**src/rtl/sp_csa_mul_pkg.sv**
```systemverilog
package sp_csa_mul_pkg;
  typedef enum logic {
    SEQ_IDLE = 1'b0,
    SEQ_RUN  = 1'b1
  } seq_state_e;
endpackage

```
**src/rtl/sp_csa_mul_ctrl.sv**
```systemverilog
module sp_csa_mul_ctrl
  import sp_csa_mul_pkg::*;
#(
  parameter int N  = 8,
  localparam int CW = $clog2(2 * N)
) (
  input  logic          clk,
  input  logic          rst_n,
  input  logic          start,
  output logic          busy,
  output logic          last_step,
  output logic [CW-1:0] step_idx
);
  localparam logic [CW-1:0] LAST = CW'(2 * N - 1);

  seq_state_e    state_q, state_d;
  logic [CW-1:0] cnt_q, cnt_d;
  logic          cnt_en;

  always_comb begin
    state_d = state_q;
    cnt_d   = cnt_q;
    cnt_en  = 1'b0;
    if (start) begin
      state_d = SEQ_RUN;
      cnt_d   = '0;
      cnt_en  = 1'b1;
    end else if (state_q == SEQ_RUN) begin
      cnt_en = 1'b1;
      cnt_d  = cnt_q + 1'b1;
      if (cnt_q == LAST) begin
        state_d = SEQ_IDLE;
        cnt_d   = '0;
      end
    end
  end

  always_ff @(posedge clk or negedge rst_n) begin
    if (!rst_n) begin
      state_q <= SEQ_IDLE;
      cnt_q   <= '0;
    end else begin
      state_q <= state_d;
      if (cnt_en) cnt_q <= cnt_d;
    end
  end

  assign busy      = (state_q == SEQ_RUN);
  assign last_step = busy && (cnt_q == LAST);
  assign step_idx  = cnt_q;

  // a run stays busy until its last step unless restarted
  p_run_holds_r2: assert property (@(posedge clk) disable iff (!rst_n)
    (busy && !last_step && !start) |=> busy);
endmodule

```
**src/rtl/sp_csa_mul_shreg.sv**
```systemverilog
module sp_csa_mul_shreg #(
  parameter int N = 8
) (
  input  logic         clk,
  input  logic         rst_n,
  input  logic         load,
  input  logic         shift,
  input  logic [N-1:0] din,
  output logic         bit_out
);
  logic [N-1:0] q_q, q_d;
  logic         q_en;

  always_comb begin
    q_en = load | shift;
    if (load) q_d = din;
    else      q_d = {1'b0, q_q[N-1:1]};
  end

  always_ff @(posedge clk or negedge rst_n) begin
    if (!rst_n)    q_q <= '0;
    else if (q_en) q_q <= q_d;
  end

  assign bit_out = q_q[0];

  // the top slot refills with zeros while shifting
  p_zero_fill_r3: assert property (@(posedge clk) disable iff (!rst_n)
    (shift && !load) |=> !q_q[N-1]);
endmodule

```
**src/rtl/sp_csa_mul_cell.sv**
```systemverilog
module sp_csa_mul_cell (
  input  logic clk,
  input  logic rst_n,
  input  logic clr,
  input  logic en,
  input  logic pp,
  input  logic sum_in,
  output logic sum_q,
  output logic carry_q
);
  logic sum_d, carry_d;

  always_comb begin
    sum_d   = pp ^ sum_in ^ carry_q;
    carry_d = (pp & sum_in) | (pp & carry_q) | (sum_in & carry_q);
  end

  always_ff @(posedge clk or negedge rst_n) begin
    if (!rst_n) begin
      sum_q   <= 1'b0;
      carry_q <= 1'b0;
    end else if (clr) begin
      sum_q   <= 1'b0;
      carry_q <= 1'b0;
    end else if (en) begin
      sum_q   <= sum_d;
      carry_q <= carry_d;
    end
  end

  // a clear leaves the cell empty
  p_clear_empty_r1: assert property (@(posedge clk) disable iff (!rst_n)
    clr |=> (!sum_q && !carry_q));
endmodule

```
**src/rtl/sp_csa_mul.sv**
```systemverilog
module sp_csa_mul #(
  parameter int N  = 8,
  localparam int CW = $clog2(2 * N)
) (
  input  logic         clk,
  input  logic         rst_n,
  input  logic         start,
  input  logic [N-1:0] mcand,
  input  logic [N-1:0] mplier,
  output logic         prod_bit,
  output logic         prod_valid,
  output logic         done
);
  logic [1:0]    rsync_q;
  logic          rst_s_n;
  logic [N-1:0]  a_q;
  logic [N-1:0]  s_q, c_q;
  logic          busy, last_step, mbit, step_en;
  logic [CW-1:0] step_idx;
  logic          valid_d, done_d;

  // asynchronous assertion, synchronous release
  always_ff @(posedge clk or negedge rst_n) begin
    if (!rst_n) rsync_q <= 2'b00;
    else        rsync_q <= {rsync_q[0], 1'b1};
  end
  assign rst_s_n = rsync_q[1];

  always_ff @(posedge clk or negedge rst_s_n) begin
    if (!rst_s_n)   a_q <= '0;
    else if (start) a_q <= mcand;
  end

  sp_csa_mul_ctrl #(.N(N)) u_ctrl (
    .clk       (clk),
    .rst_n     (rst_s_n),
    .start     (start),
    .busy      (busy),
    .last_step (last_step),
    .step_idx  (step_idx)
  );

  assign step_en = busy && !start;

  sp_csa_mul_shreg #(.N(N)) u_mreg (
    .clk     (clk),
    .rst_n   (rst_s_n),
    .load    (start),
    .shift   (step_en),
    .din     (mplier),
    .bit_out (mbit)
  );

  for (genvar i = 0; i < N; i++) begin : g_cell
    logic sin;
    if (i == N - 1) begin : g_top
      assign sin = 1'b0;
    end else begin : g_mid
      assign sin = s_q[i+1];
    end
    sp_csa_mul_cell u_cell (
      .clk     (clk),
      .rst_n   (rst_s_n),
      .clr     (start),
      .en      (step_en),
      .pp      (a_q[i] & mbit),
      .sum_in  (sin),
      .sum_q   (s_q[i]),
      .carry_q (c_q[i])
    );
  end

  always_comb begin
    valid_d = step_en;
    done_d  = step_en && last_step;
  end

  always_ff @(posedge clk or negedge rst_s_n) begin
    if (!rst_s_n) begin
      prod_valid <= 1'b0;
      done       <= 1'b0;
    end else begin
      prod_valid <= valid_d;
      done       <= done_d;
    end
  end

  assign prod_bit = s_q[0];

  p_start_quiet_r1: assert property (@(posedge clk) disable iff (!rst_s_n)
    start |=> (!prod_valid && !done));
  p_valid_contig_r2: assert property (@(posedge clk) disable iff (!rst_s_n)
    (prod_valid && !done && !start) |=> prod_valid);
  p_zero_tail_r3: assert property (@(posedge clk) disable iff (!rst_s_n)
    (busy && step_idx >= CW'(N)) |-> !mbit);
  p_done_with_bit_r4: assert property (@(posedge clk) disable iff (!rst_s_n)
    done |-> prod_valid);
  p_done_single_r4: assert property (@(posedge clk) disable iff (!rst_s_n)
    done |=> !done);
  p_mcand_held_r5: assert property (@(posedge clk) disable iff (!rst_s_n)
    (busy && !start) |=> $stable(a_q));
  p_flush_empty_r7: assert property (@(posedge clk) disable iff (!rst_s_n)
    done |-> (c_q == '0 && s_q[N-1:1] == '0));
  p_reset_quiet_r8: assert property (@(posedge clk)
    !rst_s_n |-> (!prod_valid && !done));
endmodule

```
**config.mk**
```make
export PLATFORM = sky130hd
export DESIGN_NAME = sp_csa_mul
export DESIGN_NICKNAME = d
export VERILOG_FILES = /design/src/rtl/sp_csa_mul_pkg.sv /design/src/rtl/sp_csa_mul_ctrl.sv /design/src/rtl/sp_csa_mul_shreg.sv /design/src/rtl/sp_csa_mul_cell.sv /design/src/rtl/sp_csa_mul.sv
export SDC_FILE = /design/constraint.sdc
export NUM_CORES = 1
export LEC_CHECK = 0
export ABC_AREA = 1
export BUFFER_PORTS_ARGS = -buffer_cell sky130_fd_sc_hd__buf_2
export CELL_PAD_IN_SITES_DETAIL_PLACEMENT = 1
export CELL_PAD_IN_SITES_GLOBAL_PLACEMENT = 2
export CORE_ASPECT_RATIO = 0.7
export CORE_MARGIN = 1.5
export CORE_UTILIZATION = 39
export DETAILED_ROUTE_END_ITERATION = 12
export MAX_ROUTING_LAYER = met4
export PLACE_DENSITY_LB_ADDON = 0.1
export SLEW_MARGIN = 30
export SYNTH_ARGS = -nofsm -noshare
export SYNTH_HDL_FRONTEND = slang
export SYNTH_SLANG_ARGS = --single-unit
```
**constraint.sdc**
```tcl
create_clock -name clk -period 2.2 [get_ports clk]
set_input_delay 0.22 -clock clk [delete_from_list [all_inputs] [get_ports clk]]
set_output_delay 0.22 -clock clk [all_outputs]
set_load 0.03 [all_outputs]
```
==> results <==
- Before CTS, the worst setup slack after placement is roughly 800 ps.
- The run finished with clean final reports.
- The top-area cell type share of the netlist area is 0.572.
- In this run the deepest clock path goes through 2 buffers.
- The worst setup path is captured at a flip-flop.
- STA puts the critical path data arrival time at around 1600 ps.
- The hold violation total from the final report is 0.
- The max-slew headroom at the worst pin is 0.661.
- The primary flip-flop cell chosen by synthesis mapping is dfrtp_1.
- The part of the Yosys area used for sequential elements is 0.572.
- The count of pins on the block boundary is 22.
- Buffers placed on the I/O ports in this run total 21.
- The routability congestion estimate is between 0.7 and 0.8.
- The die covers roughly 0.005 mm².
- The completed layout was analyzed and its total power is 1450 µW.
- After detailed routing, the average wire length per cell comes to ~14 µm.
- The post-detailed-route via-to-cell ratio is 4.91.
- The net total in the final layout is 230.
- The number of cell instances on the worst register-to-register path is 3.
- Yosys mapped a number of flops with a built-in enable equal to 0.
- The post-synthesis cell count is 180.
- The horizontal extent of the die is 84.1 µm.
- The number of global-route vias before repair is 1299.
- For the pin with the worst max-slew slack, the measured transition is between 500 and 600 ps.
- The sum of negative setup slack is 0 ps.
- The clock reaches the later pin of the worst-skew pair after between 200 and 300 ps.
- The all-layer global routing usage is 0.170.
- The number of nets in the synthesized netlist is around 210.
- The highest clock rate is 716 MHz.
- The total of flip-flops plus latches after synthesis is 41.
- Across all setup checks in the final design, the least slack found is 804 ps.
- The number of rows in the core area is 20.
- The element type at the critical path start is a flip-flop.
- The total clock sinks is just over 40.
- Setup repair after global routing left no endpoint under its margin.
- In this run the cell area of the synthesized design comes to 0.00179 mm².
- After global routing the overflow that remains totals 0.
- Entering global routing, the biggest net connects 40 pins.
- The CTS tree is built.
- The via count is 1266.
- The number of DRC violations after detailed-routing iteration 0 is 37.
- The minimum period implied by the final worst setup slack is 1400 ps.
- The number of distinct library cells after synthesis is 22.
- Of all nets on the critical path, the largest fanout is 9.
- The global-route wire length before repair is roughly 6300 µm.
- The final wirelength is 3690 µm.
- In the final layout, the share of cells above drive strength 1 is 0.177.
- The number of stages on the worst hold path is 3.
- The region available for standard cell placement spans about 0.0044 mm².
- The number of H-tree levels is 2.
- The clock transition time at the flip-flop clock pins of the worst setup and hold paths is around 70 ps.
- After legalization and detailed placement, the total HPWL measured 2570 µm.
- After clock tree synthesis, the setup repair step added 0 buffers.
- The count of TritonRoute iterations in the first routing pass is 4.
- The power density of the placed cells is slightly above 700 mW/mm².
- Yosys attributes the largest share of cell area to dfrtp_1, nand2_1, fa_1.
- The count of inserted antenna diode cells is 0.
- The largest total area in the synthesized netlist belongs to dfrtp_1.
- The number of remaining DRC errors is 0.
- The CTS buffer count is 5.
- The count of maximum capacitance violations is 0.
- IR analysis of the VDD net gives a maximum drop of about 310 µV.
- The proportion of register bits with asynchronous set or reset after synthesis is 1.00.
- The number of antenna violations at the first check in global routing is 0.
- The remaining antenna violation count after routing is 0.
- The final period utilization is 0.635.
- At the end of the flow the core is filled with cells to 0.458.
- The layout-stage area growth over the synthesis result is 11.8%.
- The final-report max-slew violation count was 0.
- The standby leakage power is about 0.00097 µW.
- The initial cell density of the core is 0.410.
- From bottom edge to top edge, the die measures 59.8 µm.
- The tightest hold path in the finished design has a slack of around 130 ps.
- The master cell of the clock root buffer is clkbuf_8.
- The mean area per synthesized cell is around 10 µm².
- The type of the worst min-delay path is input pin to flip-flop.
- For the worst setup path, the data required time is about 2400 ps.
- During synthesis, Yosys emitted a total of 0 warnings.
- Setup violations remaining at the end of the flow were counted as 0.
- The category of the most critical setup path is flip-flop to flip-flop.
- Between clock sinks in the finished design, the worst skew comes to ~6.7 ps.
-- sequential cells by signal, indices dropped and copies added (netlist names) --
name                   flops
prod_valid                 1
g_cell.u_cell.sum_q        8
rsync_q                    2
u_mreg.q_q                 8
done                       1
u_ctrl.busy                1
a_q                        8
u_ctrl.step_idx            4
g_cell.u_cell.carry_q      8
-- stage by stage --
stage / std cells / cell area [µm²]
after CTS: 258 / 2010
after floorplan: 180 / 1790
after detailed placement: 249 / 1910
after global placement: 249 / 1910
final: 258 / 2010
after global routing: 258 / 2010
-- synth_stat cells, types with 2 or more instances --
library cell and number:
nand2_1 63, nor2_1 2, buf_6 3, inv_1 19
a22o_2 2, ha_1 2, nand3_1 10, buf_2 2
buf_4 2, fa_1 7, inv_2 2, o22ai_1 13
o21ai_0 4, dfrtp_1 41
-- cell usage in the layout, fill, tap and decap left out, types with 4 or more instances in the layout --
| cell type | count |
|---|---|
| o22ai_1 | 13 |
| clkbuf_8 | 5 |
| buf_2 | 21 |
| fa_1 | 7 |
| o21ai_0 | 4 |
| inv_1 | 19 |
| nand3_1 | 10 |
| dfrtp_1 | 41 |
| nand2_1 | 63 |
-- final cells by class --
| type | count | area, µm² |
|---|---|---|
| Fill cell | 507 | 2370 |
| Sequential cell | 41 | 1030 |
| Multi-Input combinational cell | 110 | 627 |
| Timing Repair Buffer | 23 | 123 |
| Inverter | 21 | 78.8 |
| Clock buffer | 6 | 72.6 |
| Tap cell | 55 | 68.8 |
| Clock inverter | 2 | 10.0 |
-- per-layer routing --
| metal | GRT usage | up-vias | share of wire |
|---|---|---|---|
| met4 | 0.0726 | 0 | 0.014 |
| met2 | 0.249 | 24 | 0.43 |
| met3 | 0.0442 | 9 | 0.033 |
| li1 | - | 608 | - |
| met1 | 0.228 | 625 | 0.52 |
| met5 | - | - | 0 |
-- power breakdown --
| part | internal, µW | switching [µW] | leakage, µW |
|---|---|---|---|
| combinational | 54.5 | 91.5 | 0.000395 |
| clock | 220 | 261 | 0.0000450 |
| sequential | 800 | 27.3 | 0.000526 |
| total | 1070 | 379 | 0.000966 |
-- final timing paths --
check	from	to	slack, ps
max in group asynchronous	rsync_q[1]	u_ctrl.busy	1540
setup reg to reg	u_mreg.q_q[0]	g_cell[5].u_cell.sum_q	800
setup / recovery	u_mreg.q_q[0]	g_cell[5].u_cell.sum_q	800
hold reg to reg	rsync_q[1]	a_q[3]	300
min in group asynchronous	rst_n	rsync_q[1]	240
hold / removal	mcand[7]	a_q[7]	130
-- cells by family after synthesis --
group,count (synthesis),share of synthesized area
AND/OR/NAND/NOR,79,0.181
AO/OA/AOI/OAI,21,0.0746
flip-flops,41,0.572
adder cells (fa/ha/maj),9,0.0920
buffers and inverters,29,0.0788
other,1,0.00209
-- critical path, cell delays in order, from the launching register on --
cell	delay [ps]
dfrtp_1	510
nand2_1	140
fa_1	530
o22ai_1	90
-- timing repair --
item | CTS | global route
resized for setup | 0 | 0
hold endpoints to repair | 2 | 0
hold buffers | 1 | 0
Power figures use the tool's default switching activity.
